**src/rtl/pic_pkg.sv**
```systemverilog
package pic_pkg;

   typedef enum logic [2:0] {
      ST_RAW,
      ST_W2,
      ST_W3,
      ST_W4,
      ST_RUN
   } init_st_t;

   // command byte field positions that software encodes
   localparam int B_START  = 4;
   localparam int B_OCW3   = 3;
   localparam int B_LEVEL  = 3;
   localparam int B_POLL   = 2;
   localparam int B_RRSEL  = 1;
   localparam int B_RRISR  = 0;
   localparam int B_SINGLE = 1;
   localparam int B_NEED4  = 0;

   localparam logic [2:0] OP_SPEC_EOI = 3'b011;
   localparam logic [2:0] OP_NSPC_EOI = 3'b001;

endpackage

```
**src/rtl/pic_req.sv**
```systemverilog
module pic_req #(
   parameter int N_LEVELS = 8
) (
   input  logic                clk,
   input  logic                rst_n,
   input  logic [N_LEVELS-1:0] irq_in,
   input  logic                level_mode,
   input  logic                init_clr,
   input  logic [N_LEVELS-1:0] ack_vec,
   output logic [N_LEVELS-1:0] irr_q
);

   logic [N_LEVELS-1:0] prev_q;

   for (genvar i = 0; i < N_LEVELS; i++) begin : g_line
      logic rise;
      assign rise = irq_in[i] & ~prev_q[i];

      always_ff @(posedge clk) begin
         if (!rst_n) begin
            prev_q[i] <= 1'b0;
            irr_q[i]  <= 1'b0;
         end else begin
            prev_q[i] <= irq_in[i];
            if (init_clr)
               irr_q[i] <= 1'b0;
            else if (level_mode)
               irr_q[i] <= irq_in[i];
            else if (rise)
               irr_q[i] <= 1'b1;
            else if (ack_vec[i])
               irr_q[i] <= 1'b0;
         end
      end

      // acknowledged edge request drops unless a new edge arrives
      p_ack_clears_edge_r4: assert property (@(posedge clk) disable iff (!rst_n)
         (!level_mode && !init_clr && ack_vec[i] && !rise) |=> !irr_q[i]);
   end

endmodule

```
**src/rtl/pic_isr.sv**
```systemverilog
module pic_isr #(
   parameter int N_LEVELS = 8
) (
   input  logic                clk,
   input  logic                rst_n,
   input  logic                init_clr,
   input  logic [N_LEVELS-1:0] set_vec,
   input  logic [N_LEVELS-1:0] clr_vec,
   output logic [N_LEVELS-1:0] isr_q
);

   always_ff @(posedge clk) begin
      if (!rst_n)
         isr_q <= '0;
      else if (init_clr)
         isr_q <= '0;
      else
         isr_q <= (isr_q | set_vec) & ~clr_vec;
   end

   // a poll puts at most one level in service
   p_set_onehot_r7: assert property (@(posedge clk) disable iff (!rst_n)
      $onehot0(set_vec));

   // a released level is no longer in service
   p_eoi_clears_r9: assert property (@(posedge clk) disable iff (!rst_n)
      ((clr_vec != '0) && (set_vec == '0)) |=> ((isr_q & $past(clr_vec)) == '0));

endmodule

```
**src/rtl/pic_prio.sv**
```systemverilog
module pic_prio #(
   parameter int N_LEVELS = 8,
   parameter int LVL_W    = $clog2(N_LEVELS)
) (
   input  logic [N_LEVELS-1:0] irr,
   input  logic [N_LEVELS-1:0] isr,
   input  logic [N_LEVELS-1:0] mask,
   output logic [N_LEVELS-1:0] win_hot,
   output logic                win_valid,
   output logic [LVL_W-1:0]    win_lvl
);

   logic [N_LEVELS-1:0] pend;
   logic [N_LEVELS-1:0] seen_pend;
   logic [N_LEVELS-1:0] seen_svc;

   assign pend = irr & ~mask;

   // prefix chains: anything pending above, anything in service at or above
   for (genvar i = 0; i < N_LEVELS; i++) begin : g_rank
      if (i == 0) begin : g_top
         assign seen_pend[i] = 1'b0;
         assign seen_svc[i]  = isr[i];
      end else begin : g_rest
         assign seen_pend[i] = seen_pend[i-1] | pend[i-1];
         assign seen_svc[i]  = seen_svc[i-1] | isr[i];
      end
      assign win_hot[i] = pend[i] & ~seen_pend[i] & ~seen_svc[i];
   end

   assign win_valid = |win_hot;

   always_comb begin
      win_lvl = LVL_W'(N_LEVELS - 1);
      for (int k = N_LEVELS - 1; k >= 0; k--) begin
         if (win_hot[k])
            win_lvl = LVL_W'(k);
      end
   end

endmodule

```
**src/rtl/pic_ctl.sv**
```systemverilog
module pic_ctl import pic_pkg::*; #(
   parameter int N_LEVELS = 8,
   parameter int DATA_W   = 8,
   parameter int LVL_W    = $clog2(N_LEVELS)
) (
   input  logic                clk,
   input  logic                rst_n,
   input  logic                bus_sel,
   input  logic                bus_wr,
   input  logic                bus_rd,
   input  logic [DATA_W-1:0]   bus_wdata,
   output logic [DATA_W-1:0]   bus_rdata,
   input  logic [N_LEVELS-1:0] irr_q,
   input  logic [N_LEVELS-1:0] isr_q,
   input  logic [N_LEVELS-1:0] win_hot,
   input  logic                win_valid,
   input  logic [LVL_W-1:0]    win_lvl,
   output logic [N_LEVELS-1:0] mask_q,
   output logic                level_mode,
   output logic                init_done,
   output logic                init_clr,
   output logic [N_LEVELS-1:0] ack_vec,
   output logic [N_LEVELS-1:0] isr_clr
);

   init_st_t st_q;
   logic     single_q, need4_q;
   logic     rsel_isr_q;
   logic     poll_q;

   logic wr_cmd, wr_msk, rd_cmd;
   logic is_ocw3, is_ocw2;
   logic poll_take;

   assign wr_cmd  = bus_wr & ~bus_sel;
   assign wr_msk  = bus_wr & bus_sel;
   assign rd_cmd  = bus_rd & ~bus_sel & ~bus_wr;

   assign init_clr = wr_cmd & bus_wdata[B_START];
   assign is_ocw3  = wr_cmd & ~bus_wdata[B_START] & bus_wdata[B_OCW3];
   assign is_ocw2  = wr_cmd & ~bus_wdata[B_START] & ~bus_wdata[B_OCW3];

   assign init_done = (st_q == ST_RUN);
   assign poll_take = rd_cmd & poll_q;
   assign ack_vec   = (poll_take && win_valid) ? win_hot : '0;

   // setup sequence
   always_ff @(posedge clk) begin
      if (!rst_n) begin
         st_q       <= ST_RAW;
         single_q   <= 1'b0;
         need4_q    <= 1'b0;
         level_mode <= 1'b0;
      end else if (init_clr) begin
         st_q       <= ST_W2;
         single_q   <= bus_wdata[B_SINGLE];
         need4_q    <= bus_wdata[B_NEED4];
         level_mode <= bus_wdata[B_LEVEL];
      end else if (wr_msk) begin
         unique case (st_q)
            ST_W2:   st_q <= single_q ? (need4_q ? ST_W4 : ST_RUN) : ST_W3;
            ST_W3:   st_q <= need4_q ? ST_W4 : ST_RUN;
            ST_W4:   st_q <= ST_RUN;
            default: st_q <= st_q;
         endcase
      end
   end

   // mask register
   always_ff @(posedge clk) begin
      if (!rst_n)
         mask_q <= '1;
      else if (init_clr)
         mask_q <= '0;
      else if (wr_msk && (st_q == ST_RAW || st_q == ST_RUN))
         mask_q <= bus_wdata[N_LEVELS-1:0];
   end

   // readback select and poll arming
   always_ff @(posedge clk) begin
      if (!rst_n) begin
         rsel_isr_q <= 1'b0;
         poll_q     <= 1'b0;
      end else if (init_clr) begin
         rsel_isr_q <= 1'b0;
         poll_q     <= 1'b0;
      end else if (is_ocw3) begin
         poll_q <= bus_wdata[B_POLL];
         if (bus_wdata[B_RRSEL])
            rsel_isr_q <= bus_wdata[B_RRISR];
      end else if (poll_take) begin
         poll_q <= 1'b0;
      end
   end

   // end-of-interrupt decode
   always_comb begin
      isr_clr = '0;
      if (is_ocw2) begin
         if (bus_wdata[7:5] == OP_SPEC_EOI)
            isr_clr = {{(N_LEVELS-1){1'b0}}, 1'b1} << bus_wdata[LVL_W-1:0];
         else if (bus_wdata[7:5] == OP_NSPC_EOI)
            isr_clr = isr_q & (~isr_q + 1'b1);
      end
   end

   // read mux
   always_comb begin
      if (bus_sel)
         bus_rdata = mask_q;
      else if (poll_q)
         bus_rdata = {win_valid, {(DATA_W-1-LVL_W){1'b0}}, win_lvl};
      else if (rsel_isr_q)
         bus_rdata = isr_q;
      else
         bus_rdata = irr_q;
   end

   // a poll answers exactly one read
   p_poll_once_r7: assert property (@(posedge clk) disable iff (!rst_n)
      (poll_take && !bus_wr) |=> !poll_q);

   // an empty poll leaves the in-service register alone
   p_poll_empty_r8: assert property (@(posedge clk) disable iff (!rst_n)
      (poll_take && !win_valid && !bus_wr) |=> (isr_q == $past(isr_q)));

endmodule

```
**src/rtl/prio_irq_ctrl.sv**
```systemverilog
module prio_irq_ctrl #(
   parameter int N_LEVELS = 8,
   parameter int DATA_W   = 8
) (
   input  logic                clk,
   input  logic                rst_n,
   input  logic                bus_sel,
   input  logic                bus_wr,
   input  logic                bus_rd,
   input  logic [DATA_W-1:0]   bus_wdata,
   output logic [DATA_W-1:0]   bus_rdata,
   input  logic [N_LEVELS-1:0] irq_in,
   output logic                irq_out
);

   localparam int LVL_W = $clog2(N_LEVELS);

   if (N_LEVELS != 8 || DATA_W != 8) begin : g_bad_cfg
      $error("prio_irq_ctrl: command codes need 8 levels and byte data");
   end

   logic [N_LEVELS-1:0] irr_q, isr_q, mask_q;
   logic [N_LEVELS-1:0] win_hot, ack_vec, isr_clr;
   logic                win_valid, level_mode, init_done, init_clr;
   logic [LVL_W-1:0]    win_lvl;

   pic_ctl #(.N_LEVELS(N_LEVELS), .DATA_W(DATA_W), .LVL_W(LVL_W)) u_ctl (
      .clk(clk), .rst_n(rst_n),
      .bus_sel(bus_sel), .bus_wr(bus_wr), .bus_rd(bus_rd),
      .bus_wdata(bus_wdata), .bus_rdata(bus_rdata),
      .irr_q(irr_q), .isr_q(isr_q),
      .win_hot(win_hot), .win_valid(win_valid), .win_lvl(win_lvl),
      .mask_q(mask_q), .level_mode(level_mode), .init_done(init_done),
      .init_clr(init_clr), .ack_vec(ack_vec), .isr_clr(isr_clr)
   );

   pic_req #(.N_LEVELS(N_LEVELS)) u_req (
      .clk(clk), .rst_n(rst_n), .irq_in(irq_in),
      .level_mode(level_mode), .init_clr(init_clr),
      .ack_vec(ack_vec), .irr_q(irr_q)
   );

   pic_isr #(.N_LEVELS(N_LEVELS)) u_isr (
      .clk(clk), .rst_n(rst_n), .init_clr(init_clr),
      .set_vec(ack_vec), .clr_vec(isr_clr), .isr_q(isr_q)
   );

   pic_prio #(.N_LEVELS(N_LEVELS), .LVL_W(LVL_W)) u_prio (
      .irr(irr_q), .isr(isr_q), .mask(mask_q),
      .win_hot(win_hot), .win_valid(win_valid), .win_lvl(win_lvl)
   );

   assign irq_out = win_valid & init_done;

   // the request to the processor always has an unmasked source
   p_irq_pending_r6: assert property (@(posedge clk) disable iff (!rst_n)
      irq_out |-> ((irr_q & ~mask_q) != '0));

endmodule

```
**config.mk**
```make
export PLATFORM = sky130hd
export DESIGN_NAME = prio_irq_ctrl
export DESIGN_NICKNAME = d
export VERILOG_FILES = /design/src/rtl/pic_pkg.sv /design/src/rtl/pic_req.sv /design/src/rtl/pic_isr.sv /design/src/rtl/pic_prio.sv /design/src/rtl/pic_ctl.sv /design/src/rtl/prio_irq_ctrl.sv
export SDC_FILE = /design/constraint.sdc
export NUM_CORES = 1
export LEC_CHECK = 0
export CAP_MARGIN = 40
export CORE_ASPECT_RATIO = 1.5
export CORE_MARGIN = 1.5
export CORE_UTILIZATION = 43
export CTS_BUF_LIST = sky130_fd_sc_hd__clkbuf_16
export DETAILED_ROUTE_END_ITERATION = 7
export GPL_ROUTABILITY_DRIVEN = 0
export PLACE_DENSITY = 0.65
export SLEW_MARGIN = 10
export SYNTH_ARGS = -nofsm -noshare
export SYNTH_HDL_FRONTEND = slang
export SYNTH_SLANG_ARGS = --single-unit
```
**constraint.sdc**
```tcl
create_clock -name clk -period 2.7 [get_ports clk]
set_clock_uncertainty 0.1 [all_clocks]
set_input_delay 0.54 -clock clk [delete_from_list [all_inputs] [get_ports clk]]
set_output_delay 0.54 -clock clk [all_outputs]
set_load 0.1 [all_outputs]
```
==> metrics.yaml, run 1 <==
power:
  peakVddDrop_mv: 0.429
  fin_total_pwr_mw: 1.72
  switching_share_pct: 29.0
  total_switching_power_uw: 501
  cell_internal_pwr_mw: 1.22
  pwr_density_cell_nw_per_um2: 555
  p_leak_nw: 1.20
  power.share.clock_pct: 38.4
  seq_power_share_pct: 37.6
  pwr-share-comb_pct: 24.0
synthesis:
  synth_sequential_area_ratio_pct: 36.3
  synthAdderAreaFrac_pct: 0
  syn_nets: 297
  synth_xor_area_share_pct: 0
  mux_share_of_post_synthesis_cell_area_pct: 4.54
  async_set_or_reset_flop_fraction_in_the_synthesized_netlist_pct: 0
  netlist_instances: 276
  syn-cell-area_um2: 2200
  synthDistinctLibCells: 56
  area_fraction_in_and_or_nand_and_nor_cells_after_synthesis_pct: 28.0
  synth_top_family_by_area: "simple AND/OR/NAND/NOR gates"
  average_footprint_of_a_synthesized_cell_um2: 7.99
  synth-edff-count: 0
  ys_dominant_reg_cell: "sky130_fd_sc_hd__dfxtp_1"
  synth_compound_area_share_pct: 25.2
  ys.warnings.count: 0
  ys_ff_latch: 40
routing:
  route.vias.total: 2334
  drt-initial-drc-count: 198
  antenna_left: 0
  drt_wl_total_mm: 6.85
  wire_per_inst_um: 17.3
  viasPerCell: 5.91
  drc: 0
  detail_route.first_pass.iterations: 5
worst_setup_path:
  worst-r2r-setup-slack_ns: 0.76
  critPathMaxFanout: 7
  timing.critical_path.from_type: "input pin"
  cp-startpoint: "bus_sel"
  crit-reg2reg-capture: "u_isr.isr_q[1]"
  worst_ep_required_time_ns: 2.06
  worst-r2r-cell-count: 7
  worst-setup-path-type: "in -> out"
  crit_path_end_kind: "primary output"
  reg2reg_from: "u_ctl.mask_q[4]"
  cp.arrival_ns: 2.01
placement:
  dp.final_hpwl_mm: 5.15
  placement.setup.worst_slack_ns: -0.0220
  io_buffer_count: 29
  dpl_cell_area_um2: 2900
  numPlacedInstances: 387
grt:
  total_grt_overflow: 0
  groute.usage.overall_pct: 26.1
  first_global_vias: 2250
  grt_pass1_wl_mm: 10.8
  grt_antenna_before_repair: 0
  grt_max_degree: 15
finish:
  layout-area-overhead-vs-synth_pct: 40.9
  top_library_cells_by_usage_in_the_layout_fill_and_taps_aside: "37 x sky130_fd_sc_hd__dfxtp_1, 29 x sky130_fd_sc_hd__buf_4, 25 x sky130_fd_sc_hd__nor2_1"
  layout.cells.most_common: "sky130_fd_sc_hd__dfxtp_1"
  final_layout_size_suffix_gt1_share_pct: 22.5
  finish.instance_area_um2: 3110
  non_filler_instances: 395
  nets: 349
  num_antenna_cells: 0
run_status:
  run_status: "finished clean"
floorplanning:
  die_width_um: 61.5
  die_h_um: 90.7
  placementRows: 31
  total_die_area_um2: 5570
  num_io_pins: 30
  placeableCoreArea_um2: 4890
  initial_core_util_pct: 45.1
hold_path:
  holdPathStages: 2
  hold-path-endpoint: "u_req.irr_q[4]"
  hold_path_startpoint: "u_req.irr_q[4]"
  worstHoldPathType: "reg -> reg"
cts:
  cts.reportedPaths.clkPinSlew_ns: 0.06
  tritoncts: "done"
  max_root_sink_buffers: 2
  clk-insertion-delay-late_ns: 0.28
  clkSinkCount: 40
  cts_inserted_buffers: 5
  cts.htree.levels: 2
  cts_root_buffer: "sky130_fd_sc_hd__clkbuf_16"
timing:
  final_min_period_over_clock_period_pct: 98.1
  grt_setup_unrepaired: "yes"
  fin_crit_ns: 2.65
  timing.hold.ws_ns: 0.409
  finalHoldViolations: 0
  slew_headroom_pct: 49.7
  setup_slack_ns: 0.0505
  worst-slew-pin-transition_ns: 0.752
  setup-violations-final: 0
  slew_violations: 0
  fmax_mhz: 377
run:
  max_cap_violations: 0
==> synthesized netlist by cell type, types with 2 or more instances <==
| library cell | n | share of area [%] |
|---|---|---|
| sky130_fd_sc_hd__a211oi_1 | 2 | 0.68 |
| sky130_fd_sc_hd__a21oi_1 | 20 | 4.5 |
| sky130_fd_sc_hd__a221o_1 | 8 | 3.6 |
| sky130_fd_sc_hd__a22oi_1 | 2 | 0.68 |
| sky130_fd_sc_hd__a31oi_1 | 6 | 1.7 |
| sky130_fd_sc_hd__and2_1 | 9 | 2.6 |
| sky130_fd_sc_hd__and3_1 | 2 | 0.57 |
| sky130_fd_sc_hd__buf_6 | 2 | 1.0 |
| sky130_fd_sc_hd__clkbuf_1 | 12 | 2.0 |
| sky130_fd_sc_hd__dfxtp_1 | 40 | 36 |
| sky130_fd_sc_hd__inv_1 | 15 | 2.6 |
| sky130_fd_sc_hd__mux2i_1 | 10 | 4.5 |
| sky130_fd_sc_hd__nand2_1 | 19 | 3.2 |
| sky130_fd_sc_hd__nand2b_1 | 7 | 2.0 |
| sky130_fd_sc_hd__nand3_1 | 8 | 1.8 |
| sky130_fd_sc_hd__nand3b_1 | 5 | 1.7 |
| sky130_fd_sc_hd__nand4_1 | 2 | 0.57 |
| sky130_fd_sc_hd__nor2_1 | 25 | 4.3 |
| sky130_fd_sc_hd__nor2b_1 | 5 | 1.4 |
| sky130_fd_sc_hd__nor3_1 | 14 | 3.2 |
| sky130_fd_sc_hd__nor3b_1 | 2 | 0.68 |
| sky130_fd_sc_hd__nor4_1 | 3 | 0.85 |
| sky130_fd_sc_hd__o2111ai_1 | 2 | 0.79 |
| sky130_fd_sc_hd__o21ai_0 | 20 | 4.5 |
| sky130_fd_sc_hd__o21bai_1 | 2 | 0.68 |
| sky130_fd_sc_hd__o221ai_1 | 2 | 0.79 |
| sky130_fd_sc_hd__o22ai_1 | 2 | 0.57 |
| sky130_fd_sc_hd__or2_2 | 2 | 0.57 |
==> cell type report <==
| cell class | count | area (um^2) |
|---|---|---|
| fill | 445 | 1780 |
| multi-input combinational | 205 | 1370 |
| sequential | 40 | 805 |
| timing repair buffer | 59 | 618 |
| clock buffer | 5 | 125 |
| tap | 66 | 82.6 |
| inverter | 17 | 63.8 |
| clock inverter | 3 | 38.8 |
==> cells by family (layout without fill, tap and decap cells) <==
family	after synthesis	count (layout)
compound gates	81	81
buf+inv	31	84
flops	40	40
mux	10	10
simple gates	114	114
==> worst max-delay path: stages <==
cell and delay [ns]:
sky130_fd_sc_hd__clkdlybuf4s50_1 0.51, sky130_fd_sc_hd__buf_4 0.18, sky130_fd_sc_hd__or2_4 0.20, sky130_fd_sc_hd__nor2_1 0.06, sky130_fd_sc_hd__a21oi_1 0.21, sky130_fd_sc_hd__o31ai_4 0.13, sky130_fd_sc_hd__buf_12 0.18
==> routing by layer <==
metal | part of all wire, % | global-route usage, % | up-vias
li1 | - | - | 1110
met1 | 40 | 32.5 | 1092
met2 | 50 | 41.9 | 103
met3 | 5.2 | 4.30 | 29
met4 | 4.4 | 12.8 | 0
met5 | 0 | 0 | -
==> worst max-delay path by stage <==
stage                      to  slack, ns  depth (start not counted)
2_1_floorplan    bus_rdata[7]      -0.30                          6
3_3_place_gp     bus_rdata[1]      -0.01                          7
3_5_place_dp   u_isr.isr_q[1]      -0.02                          6
4_1_cts               irq_out       0.01                          6
5_1_grt          bus_rdata[7]      -0.01                          7
6_report         bus_rdata[1]       0.05                          7
==> power groups by stage <==
stage | combinational (mW) | clock [mW] | sequential, mW
3_5_place_dp | 0.400 | 0 | 0.658
4_1_cts | 0.405 | 0.672 | 0.645
5_1_grt | 0.434 | 0.695 | 0.652
2_1_floorplan | 0.241 | 0 | 0.650
3_3_place_gp | 0.399 | 0 | 0.657
6_report | 0.414 | 0.663 | 0.648
==> sequential cells by signal, indices dropped and copies added (netlist names) <==
register,cells
u_ctl.rsel_isr_q,1
u_req.irr_q,8
u_isr.isr_q,8
u_ctl.st_q,3
u_ctl.single_q,1
u_ctl.need4_q,1
u_ctl.mask_q,8
u_ctl.poll_q,1
u_ctl.level_mode,1
u_req.prev_q,8
==> timing repair <==
item	CTS	global route
hold buffers	0	0
pin swaps	0	2
setup buffers	0	0
endpoints found under the setup margin	4	5
resized for setup	5	9
gates cloned	0	0
==> through the flow <==
stage	TNS (ns)	utilization, %
6_report	0	63.6
5_1_grt	-0.0119	63.6
4_1_cts	0	62.9
3_5_place_dp	-0.0325	59.3
3_3_place_gp	-0.0291	59.3
2_1_floorplan	-0.313	-
(Power assumes the default switching activity.)
==> run 2, diff against run 1 <==
Settings changed: SKIP_LAST_GASP set to 1.
==> results of run 2 <==
Final layout, timing and power as in run 1 (identical DEF).
==> run 3, diff against run 2 <==
--- a/config.mk
+++ b/config.mk
@@ -8,5 +8,7 @@
 export CAP_MARGIN = 40
+export CELL_PAD_IN_SITES_DETAIL_PLACEMENT = 0
+export CELL_PAD_IN_SITES_GLOBAL_PLACEMENT = 2
 export CORE_ASPECT_RATIO = 1.5
 export CORE_MARGIN = 1.5
-export CORE_UTILIZATION = 43
+export CORE_UTILIZATION = 32
 export CTS_BUF_LIST = sky130_fd_sc_hd__clkbuf_16
@@ -14,3 +16,3 @@
 export GPL_ROUTABILITY_DRIVEN = 0
-export PLACE_DENSITY = 0.65
+export PLACE_DENSITY_LB_ADDON = 0.1
 export SKIP_LAST_GASP = 1
==> constraint.sdc (replaced) <==
create_clock -name clk -period 2.7 [get_ports clk]
set_clock_uncertainty 0.1 [all_clocks]
set_input_delay 0.81 -clock clk [delete_from_list [all_inputs] [get_ports clk]]
set_output_delay 0.81 -clock clk [all_outputs]
set_load 0.1 [all_outputs]
==> run 3 against run 2 <==
Effect of this change: register-to-register slack improved by 0.09 ns; wire length increased by 20%; final area increased by 20%; worst hold slack got worse by 0.010 ns; power increased by 5.6%; setup slack got worse by 0.19 ns; fmax decreased by 6.6%; critical path type is now reg -> out; the flow now finishes with violations (negative setup slack); die area increased by 33%; via count increased by 6.4%; highest routed layer unchanged; clock-buffer cell count unchanged; final cell count increased by 14%.
==> metrics.yaml, run 3 (same netlist as run 1, synthesis figures left out) <==
worst_setup_path:
  cp.arrival_ns: 1.93
  critPathMaxFanout: 3
  worst_ep_required_time_ns: 1.79
  worst-setup-path-type: "reg -> out"
  crit_path_end_kind: "primary output"
  timing.critical_path.from_type: "flip-flop"
finish:
  final_layout_size_suffix_gt1_share_pct: 41.0
  top_library_cells_by_usage_in_the_layout_fill_and_taps_aside: "75 x sky130_fd_sc_hd__buf_4, 28 x sky130_fd_sc_hd__dfxtp_1, 23 x sky130_fd_sc_hd__nor2_1"
  non_filler_instances: 452
  num_antenna_cells: 0
  layout-area-overhead-vs-synth_pct: 68.7
  nets: 396
  layout.cells.most_common: "sky130_fd_sc_hd__buf_4"
cts:
  cts.reportedPaths.clkPinSlew_ns: 0.06
  cts_hold_buffers: 0
  clkSinkCount: 40
  clk-insertion-delay-late_ns: 0.28
  cts.htree.levels: 2
  cts_root_buffer: "sky130_fd_sc_hd__clkbuf_16"
  max_root_sink_buffers: 2
  cts_inserted_buffers: 5
  tritoncts: "done"
timing:
  finalHoldViolations: 0
  worst-slew-pin-transition_ns: 0.662
  grt_setup_unrepaired: "yes"
  setup-violations-final: 5
  fmax_mhz: 352
  setup_slack_ns: -0.138
  fin_setup_tns_ns: -0.446
  slew_headroom_pct: 55.7
  final_min_period_over_clock_period_pct: 105
  timing.hold.ws_ns: 0.399
  fin_crit_ns: 2.84
  slew_violations: 0
power:
  cell_internal_pwr_mw: 1.28
  pwr_density_cell_nw_per_um2: 490
  p_leak_nw: 1.53
  peakVddDrop_mv: 0.372
  pwr-share-comb_pct: 27.9
  power.share.clock_pct: 36.7
  total_switching_power_uw: 539
  switching_share_pct: 29.6
  seq_power_share_pct: 35.4
routing:
  detail_route.first_pass.iterations: 5
  viasPerCell: 5.50
  wire_per_inst_um: 18.2
  drt_wl_total_mm: 8.24
  drt-initial-drc-count: 158
  drc: 0
  route.vias.total: 2484
  antenna_left: 0
floorplanning:
  num_io_pins: 30
  placeableCoreArea_um2: 6580
  initial_core_util_pct: 33.5
  die_width_um: 70.8
  placementRows: 36
  die_h_um: 105
  total_die_area_um2: 7410
grt:
  first_global_vias: 2478
  grt_antenna_before_repair: 0
  grt_max_degree: 13
  met1_usage_pct: 26.5
  grt_most_used_layer: "met2"
  met2_usage_pct: 40.5
  total_grt_overflow: 0
  grtUsageMet3_pct: 3.38
  groute.usage.overall_pct: 22.5
  grt_pass1_wl_mm: 12.8
placement:
  dp.final_hpwl_mm: 6.18
  numPlacedInstances: 434
  io_buffer_count: 29
run_status:
  violations_in_the_final_reports: "negative setup slack"
  run_status: "finished with violations"
run:
  max_cap_violations: 0
hold_path:
  worstHoldPathType: "reg -> reg"
run 3: cell count changes in the layout (fill, tap and decap cells not counted), moves of 3 or more:
cell | previous run | this run
sky130_fd_sc_hd__buf_4 | 29 | 75
sky130_fd_sc_hd__dfxtp_1 | 37 | 28
sky130_fd_sc_hd__dfxtp_4 | 0 | 5
sky130_fd_sc_hd__nand2b_1 | 6 | 1
sky130_fd_sc_hd__o21ai_2 | 5 | 0
sky130_fd_sc_hd__o21ai_4 | 0 | 5
sky130_fd_sc_hd__dfxtp_2 | 3 | 7
sky130_fd_sc_hd__nand2b_4 | 1 | 5
sky130_fd_sc_hd__nor2b_4 | 0 | 4
sky130_fd_sc_hd__buf_6 | 0 | 3
sky130_fd_sc_hd__nor2b_1 | 3 | 0
run 3: cell type report:
type | count | area (um^2)
clock inverter | 3 | 38.8
tap | 76 | 95.1
clock buffer | 5 | 125
timing repair buffer | 106 | 966
multi-input combinational | 205 | 1600
fill | 610 | 2860
inverter | 17 | 63.8
sequential | 40 | 828
run 3: routing by layer:
layer | share of wire (%) | up-vias | wire length, um
met5 | 0 | - | 0
li1 | - | 1208 | -
met1 | 41 | 1179 | 3390
met2 | 53 | 76 | 4360
met3 | 3.0 | 21 | 250
met4 | 3.0 | 0 | 248
run 3: metrics by stage:
stage,cell area [um^2],worst slack [ns],total power [mW],util [%]
after floorplan,2330,-0.312,0.906,-
after global placement,3240,-0.439,1.11,49.2
after detailed placement,3240,-0.452,1.11,49.2
after CTS,3600,-0.149,1.82,54.8
after global routing,3720,-0.203,1.89,56.5
final,3720,-0.138,1.82,56.5
run 3: worst max-delay path, stage by stage (launching register included):
cell and delay, ns:
sky130_fd_sc_hd__dfxtp_1 0.33, sky130_fd_sc_hd__nand2b_4 0.18, sky130_fd_sc_hd__nor4_4 0.34, sky130_fd_sc_hd__o211a_1 0.25
sky130_fd_sc_hd__o41ai_2 0.08, sky130_fd_sc_hd__buf_4 0.14, sky130_fd_sc_hd__o21ai_4 0.13, sky130_fd_sc_hd__buf_12 0.19
run 3: final timing paths:
path / start / end / slack, ns / cells past startpoint
max: u_ctl.mask_q[4] / bus_rdata[7] / -0.14 / 7
min: u_ctl.need4_q / u_ctl.st_q[0] / 0.40 / 2
max reg2reg: u_ctl.mask_q[1] / u_isr.isr_q[1] / 0.85 / 7
min reg2reg: u_ctl.need4_q / u_ctl.st_q[0] / 0.40 / 2
run 3: repair_timing:
| action | in CTS | in global routing |
|---|---|---|
| resized for setup | 46 | 22 |
| pin swaps | 14 | 14 |
| setup buffers | 6 | 5 |
| setup endpoints to repair | 15 | 10 |
| endpoints found under the hold margin | 0 | 0 |
run 3: power by group through the flow:
stage | logic [mW] | clock network, mW | registers [mW]
after detailed placement | 0.461 | 0 | 0.654
after CTS | 0.494 | 0.680 | 0.647
after floorplan | 0.256 | 0 | 0.650
after global placement | 0.460 | 0 | 0.654
after global routing | 0.538 | 0.707 | 0.648
final | 0.508 | 0.668 | 0.645
